--- src/rtl/sw_pkg.sv ---
package sw_pkg;

    typedef enum logic [2:0] {
        ST_WAIT_RST = 3'd0,
        ST_PP_WAIT  = 3'd1,
        ST_PP_DRIVE = 3'd2,
        ST_RX_SKIP  = 3'd3,
        ST_RX_CMD   = 3'd4,
        ST_TX_ACK   = 3'd5
    } sw_state_t;

endpackage

--- src/rtl/sw_sync.sv ---
module sw_sync #(
    parameter int STAGES = 2
) (
    input  logic clk,
    input  logic rst_n,
    input  logic d,
    output logic q,
    output logic fall,
    output logic rise
);

    logic [STAGES-1:0] chain;
    logic              q_prev;

    // Idle level of an open-drain line is high
    always_ff @(posedge clk or negedge rst_n) begin
        if (!rst_n) begin
            chain  <= '1;
            q_prev <= 1'b1;
        end else begin
            chain  <= {chain[STAGES-2:0], d};
            q_prev <= chain[STAGES-1];
        end
    end

    assign q    = chain[STAGES-1];
    assign fall = q_prev & ~q;
    assign rise = ~q_prev & q;

endmodule

--- src/rtl/sw_lowtimer.sv ---
module sw_lowtimer #(
    parameter int T_MAY  = 120,
    parameter int T_MUST = 480
) (
    input  logic clk,
    input  logic rst_n,
    input  logic tick,
    input  logic line_s,
    output logic may_rst,
    output logic must_rst
);

    localparam int CW = $clog2(T_MUST + 2);

    logic [CW-1:0] cnt;

    // Counts ticks while the line stays low, saturating just past the upper threshold
    always_ff @(posedge clk or negedge rst_n) begin
        if (!rst_n) begin
            cnt <= '0;
        end else if (line_s) begin
            cnt <= '0;
        end else if (tick && cnt != CW'(T_MUST + 1)) begin
            cnt <= cnt + CW'(1);
        end
    end

    assign may_rst  = cnt > CW'(T_MAY);
    assign must_rst = cnt > CW'(T_MUST);

    AST_MUST_AFTER_MAY: assert property (@(posedge clk) disable iff (!rst_n)
        $rose(must_rst) |-> $past(may_rst));

endmodule

--- src/rtl/sw_shift.sv ---
module sw_shift #(
    parameter int W = 8
) (
    input  logic         clk,
    input  logic         rst_n,
    input  logic         clr,
    input  logic         shift_en,
    input  logic         bit_in,
    output logic [W-1:0] data,
    output logic         full
);

    localparam int CNTW = $clog2(W + 1);

    logic [CNTW-1:0] bitcnt;

    // Least significant bit arrives first, so new bits enter at the top
    always_ff @(posedge clk or negedge rst_n) begin
        if (!rst_n) begin
            data   <= '0;
            bitcnt <= '0;
        end else if (clr) begin
            data   <= '0;
            bitcnt <= '0;
        end else if (shift_en) begin
            data   <= {bit_in, data[W-1:1]};
            bitcnt <= bitcnt + CNTW'(1);
        end
    end

    assign full = bitcnt == CNTW'(W);

    AST_NO_OVERFLOW: assert property (@(posedge clk) disable iff (!rst_n)
        shift_en |-> !full);

endmodule

--- src/rtl/sw_responder.sv ---
module sw_responder
    import sw_pkg::*;
#(
    parameter int               BYTE_W      = 8,
    parameter int               SYNC_STAGES = 2,
    parameter int               T_MAY       = 120,
    parameter int               T_MUST      = 480,
    parameter int               T_PP_WAIT   = 30,
    parameter int               T_PP_WIDTH  = 120,
    parameter int               T_SAMPLE    = 15,
    parameter int               T_RD_HOLD   = 30,
    parameter logic [BYTE_W-1:0] SKIP_CODE  = 8'hCC,
    parameter logic [BYTE_W-1:0] PROG_CODE  = 8'h99,
    parameter logic [BYTE_W-1:0] ACK_CODE   = 8'h55
) (
    input  logic clk,
    input  logic rst_n,
    input  logic us_tick,
    input  logic line_in,
    output logic pull_low,
    output logic cmd_strobe
);

    localparam int TMAX_A = (T_PP_WIDTH > T_PP_WAIT) ? T_PP_WIDTH : T_PP_WAIT;
    localparam int TMAX_B = (T_SAMPLE > T_RD_HOLD) ? T_SAMPLE : T_RD_HOLD;
    localparam int TMAX   = (TMAX_A > TMAX_B) ? TMAX_A : TMAX_B;
    localparam int TW     = $clog2(TMAX + 2);
    localparam int IW     = $clog2(BYTE_W);

    sw_state_t          state, nstate;
    logic               line_s, line_fall, line_rise;
    logic               may_rst, must_rst;
    logic [BYTE_W-1:0]  rx_byte;
    logic               rx_full;
    logic [TW-1:0]      timer;
    logic               slot_on;
    logic [IW-1:0]      tx_idx;
    logic               bus_rst, in_rx, in_slot, leave;
    logic               sample_now, release_now, tx_last;

    sw_sync #(.STAGES(SYNC_STAGES)) u_sync (
        .clk   (clk),
        .rst_n (rst_n),
        .d     (line_in),
        .q     (line_s),
        .fall  (line_fall),
        .rise  (line_rise)
    );

    sw_lowtimer #(.T_MAY(T_MAY), .T_MUST(T_MUST)) u_low (
        .clk      (clk),
        .rst_n    (rst_n),
        .tick     (us_tick),
        .line_s   (line_s),
        .may_rst  (may_rst),
        .must_rst (must_rst)
    );

    sw_shift #(.W(BYTE_W)) u_shift (
        .clk      (clk),
        .rst_n    (rst_n),
        .clr      (leave),
        .shift_en (sample_now),
        .bit_in   (line_s),
        .data     (rx_byte),
        .full     (rx_full)
    );

    assign bus_rst     = line_rise & must_rst;
    assign in_rx       = (state == ST_RX_SKIP) || (state == ST_RX_CMD);
    assign in_slot     = in_rx || (state == ST_TX_ACK);
    assign leave       = (nstate != state) || bus_rst;
    assign sample_now  = slot_on && in_rx && (timer == TW'(T_SAMPLE));
    assign release_now = slot_on && (state == ST_TX_ACK) && (timer == TW'(T_RD_HOLD));
    assign tx_last     = tx_idx == IW'(BYTE_W - 1);

    // Next-state logic
    always_comb begin
        nstate = state;
        if (bus_rst) begin
            nstate = ST_PP_WAIT;
        end else begin
            unique case (state)
                ST_WAIT_RST: nstate = ST_WAIT_RST;
                ST_PP_WAIT: begin
                    if (us_tick && timer == TW'(T_PP_WAIT - 1)) nstate = ST_PP_DRIVE;
                end
                ST_PP_DRIVE: begin
                    if (us_tick && timer == TW'(T_PP_WIDTH - 1)) nstate = ST_RX_SKIP;
                end
                ST_RX_SKIP: begin
                    if (may_rst) nstate = ST_WAIT_RST;
                    else if (rx_full) nstate = (rx_byte == SKIP_CODE) ? ST_RX_CMD : ST_WAIT_RST;
                end
                ST_RX_CMD: begin
                    if (may_rst) nstate = ST_WAIT_RST;
                    else if (rx_full) nstate = (rx_byte == PROG_CODE) ? ST_TX_ACK : ST_WAIT_RST;
                end
                ST_TX_ACK: begin
                    if (may_rst) nstate = ST_WAIT_RST;
                    else if (release_now && tx_last) nstate = ST_WAIT_RST;
                end
                default: nstate = ST_WAIT_RST;
            endcase
        end
    end

    // State register
    always_ff @(posedge clk or negedge rst_n) begin
        if (!rst_n) state <= ST_WAIT_RST;
        else        state <= nstate;
    end

    // Shared tick timer and slot tracking
    always_ff @(posedge clk or negedge rst_n) begin
        if (!rst_n) begin
            timer   <= '0;
            slot_on <= 1'b0;
        end else if (leave) begin
            timer   <= '0;
            slot_on <= 1'b0;
        end else if (line_fall && in_slot) begin
            timer   <= '0;
            slot_on <= 1'b1;
        end else begin
            if (us_tick && timer != TW'(TMAX + 1)) timer <= timer + TW'(1);
            if (sample_now || release_now) slot_on <= 1'b0;
        end
    end

    // Acknowledge bit index
    always_ff @(posedge clk or negedge rst_n) begin
        if (!rst_n)           tx_idx <= '0;
        else if (leave)       tx_idx <= '0;
        else if (release_now) tx_idx <= tx_idx + IW'(1);
    end

    // Outputs
    always_comb begin
        pull_low   = 1'b0;
        cmd_strobe = 1'b0;
        unique case (state)
            ST_PP_DRIVE: pull_low   = 1'b1;
            ST_TX_ACK:   pull_low   = slot_on & ~ACK_CODE[tx_idx];
            ST_RX_CMD:   cmd_strobe = rx_full & ~may_rst & (rx_byte == PROG_CODE);
            default: ;
        endcase
    end

    AST_STROBE_PULSE: assert property (@(posedge clk) disable iff (!rst_n)
        cmd_strobe |=> !cmd_strobe);

    AST_STROBE_INTO_TX: assert property (@(posedge clk) disable iff (!rst_n)
        cmd_strobe |=> state == ST_TX_ACK);

    AST_ABANDON: assert property (@(posedge clk) disable iff (!rst_n)
        (may_rst && !bus_rst && in_slot) |=> state == ST_WAIT_RST);

    AST_PP_ENTRY: assert property (@(posedge clk) disable iff (!rst_n)
        ($rose(pull_low) && state == ST_PP_DRIVE) |-> $past(state) == ST_PP_WAIT);

    AST_IDLE_QUIET: assert property (@(posedge clk) disable iff (!rst_n)
        (state == ST_WAIT_RST && $past(state) == ST_WAIT_RST) |-> !pull_low && !cmd_strobe);

endmodule

--- config.mk ---
export PLATFORM = sky130hd
export DESIGN_NAME = sw_responder
export DESIGN_NICKNAME = d
export VERILOG_FILES = /design/src/rtl/sw_pkg.sv /design/src/rtl/sw_sync.sv /design/src/rtl/sw_lowtimer.sv /design/src/rtl/sw_shift.sv /design/src/rtl/sw_responder.sv
export SDC_FILE = /design/constraint.sdc
export NUM_CORES = 1
export LEC_CHECK = 0
export ABC_AREA = 1
export BUFFER_PORTS_ARGS = -buffer_cell sky130_fd_sc_hd__buf_2
export CORE_MARGIN = 4
export CORE_UTILIZATION = 50
export DETAILED_ROUTE_END_ITERATION = 8
export PLACE_DENSITY = 0.75
export SYNTH_ARGS = -nofsm -noshare
export SYNTH_HDL_FRONTEND = slang
export SYNTH_SLANG_ARGS = --single-unit
--- constraint.sdc ---
create_clock -name clk -period 3.5 [get_ports clk]
set_input_delay 0.525 -clock clk [delete_from_list [all_inputs] [get_ports clk]]
set_output_delay 0.525 -clock clk [all_outputs]
set_load 0.02 [all_outputs]
# Word level (Yosys, flattened, before mapping)

Memories as Yosys holds them, arrays and structs flattened.
Cells that the tools add are included.

Register bits: 38
Latch bits: 0
Bits in writable memories: 0
Bits in read-only memories: 8
Output and inout bits: 2
Word-level logic and storage cells: 91
Memories: 1

Memory list:

| name            | words | width | read ports | clocked after Yosys merged registers in | wr ports | line                | RTL |
|---|---|---|---|---|---|---|---|
| (no name shown) | 8     | 1     | 1          | 0                                       | 0        | sw_responder.sv:144 | `ST_TX_ACK: pull_low = slot_on & ~ACK_CODE[tx_idx];` |

$add $sub $neg: 4
Multiply operators: 0
Div/mod/pow operators: 0
Magnitude comparators: 3
Equality and inequality tests: 16
Shifts and indexed selects: 0
Mux-type cells: 29
Bitwise logic cells: 10
Reductions and logical operators: 19

Operators with widths:

| kind                | number |
|---|---|
| $mux 3              | 13 |
| $mux 7              | 3 |
| $mux 9              | 2 |
| $eq 8x8->1 const B  | 2 |
| $mux 8              | 2 |
| $pmux 3 s5          | 1 |
| $eq 7x5->1 const B  | 2 |
| $logic_and 1x1->1   | 10 |
| $add 9x1->9 const B | 1 |
| $eq 3x3->1 const B  | 3 |
| $gt 9x7->1 const B  | 1 |
| $gt 9x9->1 const B  | 1 |
| $ne 9x9->1 const B  | 1 |
| $mux 4              | 2 |
| $add 7x1->7 const B | 1 |
| $eq 7x4->1 const B  | 1 |
| $eq 7x7->1 const B  | 1 |
| $ne 7x7->1 const B  | 1 |
| $and 1x1->1         | 6 |
| $eq 3x2->1 const B  | 2 |
| $reduce_bool 2->1   | 3 |
| $reduce_bool 3->1   | 2 |
| $mux 1              | 5 |
| $add 4x1->4 const B | 1 |
| other kinds (8)     | 14 |

# Logic depth before layout (Yosys ltp)

Word-level depth: 11
Depth in mapped cells: 14

# Hierarchy

Synthesis repeated with hierarchy kept, for this count alone.

Cells, all modules: 321
Area, all modules: 2,354.8 um^2

Modules (own cells, without submodules):

| module       | times used | cells each | area an instance (um^2) |
|---|---|---|---|
| sw_responder | 1          | 166        | 1,097.3 |
| sw_lowtimer  | 1          | 95         | 659.4 |
| sw_shift     | 1          | 53         | 504.2 |
| sw_sync      | 1          | 7          | 93.8 |

# Worst setup path after synthesis

OpenSTA, ideal clock, no wires.

Path type: reg-to-reg
From: register u_low.cnt[0]
To: register tx_idx[1]
Arrival time: 1.804 ns
Data required time: 3.427 ns
Setup slack: 1.623 ns
Stages on the path, launching flop included: 14
Path through: dfrtp_1 -> inv_1 -> ha_1 -> nand2_1 -> a21oi_2 -> inv_2 -> nor2_4 -> nor2_2 -> nand3_2 -> nand2_1 -> nand2_2 -> nand3_4 -> buf_6 -> a21oi_2

Word-level cells in the longest chain between the ends: 7
Elaborated cells on any way between the ends: 12

RTL lines:

| element                                            | line                                                        | RTL |
|---|---|---|
| start: declaration                                 | sw_lowtimer.sv:15                                           | `logic [CW-1:0] cnt;` |
| start signal: assignment                           | sw_lowtimer.sv:24                                           | `cnt <= cnt + CW'(1);` |
| $gt 9x7->1                                         | sw_lowtimer.sv:28                                           | `assign may_rst = cnt > CW'(T_MAY);` |
| $mux 3, on equally long branches                   | sw_responder.sv:100, sw_responder.sv:92, sw_responder.sv:96 |  |
| $pmux 3 s5                                         | sw_responder.sv:83                                          | `unique case (state)` |
| $mux 3 *                                           | sw_responder.sv:80                                          | `if (bus_rst) begin` |
| net nstate[0]                                      | sw_responder.sv:30                                          | `sw_state_t state, nstate;` |
| $ne 3x3->1 *                                       | sw_responder.sv:72                                          | `assign leave = (nstate != state) \|\| bus_rst;` |
| $logic_or 1x1->1 *                                 | sw_responder.sv:72                                          |  |
| $mux 3 / $reduce_bool 2->1 (equally long branches) | -                                                           |  |
| end signal: assignment                             | sw_responder.sv:135                                         | `else if (release_now) tx_idx <= tx_idx + IW'(1);` |
| end: declaration                                   | sw_responder.sv:37                                          | `logic [IW-1:0] tx_idx;` |

The timed path passes the listed nets; every way through them passes the cells marked *.
A chain may end at the register's enable or synchronous reset.

# Final worst setup path

From: register u_low.cnt[0]
To: output cmd_strobe

Word-level cells in the longest chain between the ends: 5

RTL lines:

| element                   | line                | RTL |
|---|---|---|
| $gt 9x7->1                | sw_lowtimer.sv:28   |  |
| $not 1->1                 | sw_responder.sv:145 | `ST_RX_CMD: cmd_strobe = rx_full & ~may_rst & (rx_byte == PROG_CODE);` |
| $and 1x1->1 (2 in series) | sw_responder.sv:145 |  |
| $mux 1                    | sw_responder.sv:142 | `unique case (state)` |
| end: declaration          | sw_responder.sv:21  | `output logic cmd_strobe` |

No other way between the ends.

==> results.txt <==
----------------------------------------------------
[Synth]
  Synthesized area ... 2250 sq um
  Yosys reg bits ... 38
  Synth async-reset ratio ... 1.00
  Syn Inst Count ... 283
  Mean instance size in the synthesized netlist ... 7.95 sq um
  Number of synthesized flops with an enable pin ... 0
  Yosys synthesis warning count ... 0
  Sequential area share after synthesis ... 0.424
  Synthesized Nets ... 297
  Post-synth top flop ... sky130_fd_sc_hd__dfrtp_1
  Number of different library cells in the post-synthesis netlist ... 34

[Clocking]
  # resized after CTS ... 0
  Clock network latency to the later pin of the worst-skew pair ... ~290 ps
  Clock tree from TritonCTS ... yes
  Setup Buffers After CTS ... 0
  Number of buffers inserted during clock tree synthesis ... 5
  Clock-pin slew on the worst setup and hold paths ... 80 ps
  Clk Tree Root Cell ... sky130_fd_sc_hd__clkbuf_8
  Clk buf depth ... 2
  Total of hold buffers inserted after clock tree synthesis ... 0
  Number of levels the H-tree was split into ... 2
  Number of sinks on the clock net ... 38

[Power]
  Peak supply drop ... 0.312 mV
  Leakage power total ... 1.10 nW
  Power density relative to cell area ... roughly 440 nW/um^2

[Floorplanning]
  Area of the die ... between 5000 and 6000 sq um
  Initial Utilization ... 0.517
  Ports ... 6
  Height of the chip ... 75.1 microns
  Die Wd ... 75.1 microns
  Rows ... 24
  Placeable core area ... between 4000 and 5000 sq um

[Worst setup path]
  Worst EP required ... between 2000 and 3000 ps
  Arrival time reported for the critical path endpoint ... 1740 ps
  Critical-path cell with the highest stage delay ... sky130_fd_sc_hd__dfrtp_1
  Crit start category ... register
  Bufs and invs on worst path ... 3
  CP Cell Sequence ... inv_1 -> ha_1 -> nand2_1 -> a21oi_2 -> inv_2 -> nor2_4 -> buf_2
  Endpoint type of the worst setup path ... output port
  Worst Path Class, Setup ... reg -> out
  Biggest cell delay along the critical path ... 420 ps
  Count of cells along the worst register-to-register path ... 8
  Origin of the critical flop-to-flop path ... timer[1]
  Worst reg2reg endpoint ... u_shift.bitcnt[3]
  Reg2Reg Setup Slack ... around 1400 ps
  Gate family responsible for the most delay along the worst path ... flip-flops
  CP max FO ... 5
  Crit. path cell count ... 7

[Timing]
  Setup repair after global routing missed its margin ... no
  Relative max-transition margin ... 0.456
  Final setup fails ... 0
  Hold Violations, Final ... 0
  Clock Skews ... 10.0 ps
  Pin slew with the least headroom to its limit ... 816 ps
  Fin worst setup slack ... between 1000 and 1500 ps
  Maximum clock rate ... roughly 0.44 GHz
  Number of slew-limit violations in the final report ... 0
  Period Utilization, post-route ... 0.646
  Final period demand of the worst path ... 2260 ps
  Sum Neg Setup Slack ... 0 ps

[Global routing]
  First-pass GRT wire length ... 7360 microns
  Overflow after GRT ... 0
  Number of antenna violations at the first check in global routing ... 0
  Overall Global Routing Usage ... 0.174
  Via count of the first global-routing pass ... 1612
  Largest net degree at the start of global routing ... 39

[Worst hold path]
  Class of the worst hold path ... in -> async

[Layout]
  Fraction of layout cells with a size suffix above 1 ... 0.147
  Area Overhead vs Synth ... 7.17%
  Antenna Cells ... 0
  Non-filler cells in the finished layout ... 344
  Total number of nets in the final design ... 305

[Placement]
  Weighted congestion reported at the end of routability-driven placement ... 0.875
  Number of port buffers ... 5
  Placed cell count ... roughly 340
  Worst-case setup slack after placement ... ~1400 ps
  Half-perimeter wire length of the detailed placement result ... 3140 microns

[Run status]
  Run status ... completed

[Job]
  Max Cap Violations ... 0

[Detailed routing]
  Via count of the routed design ... 1799
  Routed WL per cell ... ~12 microns
  First-iteration detailed-routing DRC count ... approximately 140
  Total DRC errors in the routed layout ... 0
  DR pass1 iterations ... 4
  Final routed wirelength across all metal layers ... 4250 microns
  Drt via density ... about 5.2
  ANT nets after route ... 0

----------------------------------------------------
[metal layers]
layer / wire [microns] / global-route usage / share of wire / vias up
met3: 131 / 0.0414 / 0.031 / 5
met4: 60 / 0.0593 / 0.014 / 0
li1: - / - / - / 932
met5: 0 / 0 / 0 / -
met1: 2050 / 0.232 / 0.48 / 837
met2: 2010 / 0.278 / 0.47 / 25
[cell usage in the layout (no fill, tap or decap), types with 2 or more instances in the layout]
cell type	Yosys	layout
sky130_fd_sc_hd__nand2_1	69	69
sky130_fd_sc_hd__inv_1	35	35
sky130_fd_sc_hd__dfrtp_1	35	35
sky130_fd_sc_hd__nor2_1	23	23
sky130_fd_sc_hd__nand3_1	17	17
sky130_fd_sc_hd__nand4_1	11	11
sky130_fd_sc_hd__a21oi_1	10	10
sky130_fd_sc_hd__ha_1	10	10
sky130_fd_sc_hd__nor3_1	9	9
sky130_fd_sc_hd__o21ai_0	9	9
sky130_fd_sc_hd__xor2_1	9	9
sky130_fd_sc_hd__a21oi_2	7	7
sky130_fd_sc_hd__nor2_2	6	6
sky130_fd_sc_hd__clkbuf_8	0	6
sky130_fd_sc_hd__buf_2	1	5
sky130_fd_sc_hd__nand2_2	4	4
sky130_fd_sc_hd__inv_2	3	3
sky130_fd_sc_hd__dfstp_2	3	3
sky130_fd_sc_hd__o21ai_1	2	2
sky130_fd_sc_hd__nor2_4	2	2
sky130_fd_sc_hd__nand3_2	2	2
sky130_fd_sc_hd__nand4_2	2	2
sky130_fd_sc_hd__nor4_1	2	2
[power by group]
part           total [W]  internal, W  switching [W]
clock network   0.000308     0.000158       0.000150
logic           0.000241    0.0000707       0.000171
registers       0.000517     0.000474      0.0000427
total            0.00107     0.000703       0.000363
[flip-flops by register name (all words and copies together), names as in the netlist]
name            count
slot_on             1
state               3
timer               7
tx_idx              3
u_low.cnt           9
u_shift.bitcnt      4
u_shift.data        8
u_sync.chain        2
u_sync.q_prev       1
[final cells by class]
| class | instances | area (sq um) |
|---|---|---|
| Inverter | 39 | 146 |
| Fill cell | 405 | 1940 |
| Sequential cell | 38 | 955 |
| Multi-Input combinational cell | 202 | 1130 |
| Clock inverter | 2 | 12.5 |
| Tap cell | 52 | 65.1 |
| Timing Repair Buffer | 5 | 25.0 |
| Clock buffer | 6 | 82.6 |
[cell usage after synthesis (2+ instances only)]
cell                       n  area (sq um)
sky130_fd_sc_hd__nand4_1  11          68.8
sky130_fd_sc_hd__dfrtp_1  35           876
sky130_fd_sc_hd__nor2_1   23          86.3
sky130_fd_sc_hd__nand4_2   2          25.0
sky130_fd_sc_hd__nand3_2   2          20.0
sky130_fd_sc_hd__o21ai_1   2          10.0
sky130_fd_sc_hd__o21ai_0   9          45.0
sky130_fd_sc_hd__inv_2     3          11.3
sky130_fd_sc_hd__ha_1     10           125
sky130_fd_sc_hd__nand2_2   4          25.0
sky130_fd_sc_hd__nor2_4    2          22.5
sky130_fd_sc_hd__nor2_2    6          37.5
sky130_fd_sc_hd__nor4_1    2          12.5
sky130_fd_sc_hd__nor3_1    9          45.0
sky130_fd_sc_hd__a21oi_2   7          61.3
sky130_fd_sc_hd__dfstp_2   3          78.8
sky130_fd_sc_hd__xor2_1    9          78.8
sky130_fd_sc_hd__nand2_1  69           259
sky130_fd_sc_hd__a21oi_1  10          50.1
sky130_fd_sc_hd__nand3_1  17          85.1
sky130_fd_sc_hd__inv_1    35           131
[through the flow]
stage | utilization | hold slack, ps | power [W] | area [sq um]
floorplan | - | 229 | 0.000714 | 2250
finish | 0.554 | 321 | 0.00107 | 2410
global placement | 0.532 | 348 | 0.000756 | 2320
global route | 0.554 | 312 | 0.00115 | 2410
detailed placement | 0.532 | 349 | 0.000766 | 2320
CTS | 0.554 | 316 | 0.00108 | 2410
[cell families after synthesis]
| family | after synthesis | share of synthesized area |
|---|---|---|
| AND/OR/NAND/NOR | 151 | 0.322 |
| buffers and inverters | 43 | 0.0756 |
| flip-flops | 38 | 0.424 |
| AO/OA/AOI/OAI | 31 | 0.0834 |
| XOR/XNOR | 10 | 0.0389 |
| adder cells (fa/ha/maj) | 10 | 0.0556 |
[worst max-delay path by stage]
stage,to,slack (ps),startpoint
after global routing,cmd_strobe,1070,u_low.cnt[0]
final,cmd_strobe,1240,u_low.cnt[0]
after floorplan,tx_idx[1],1620,u_low.cnt[0]
after CTS,cmd_strobe,1220,u_low.cnt[0]
after detailed placement,u_shift.bitcnt[3],1380,timer[1]
after global placement,u_shift.bitcnt[3],1400,timer[1]
[worst register-to-register path, cell delays in order (launching register included)]
cell and delay (ps):
sky130_fd_sc_hd__dfrtp_1 390, sky130_fd_sc_hd__ha_1 220, sky130_fd_sc_hd__inv_1 70, sky130_fd_sc_hd__nor4_1 270
sky130_fd_sc_hd__nand2_1 310, sky130_fd_sc_hd__inv_1 370, sky130_fd_sc_hd__nand4_1 150, sky130_fd_sc_hd__xor2_1 180
sky130_fd_sc_hd__nor2_2 50
Power figures use the tool's default switching activity.
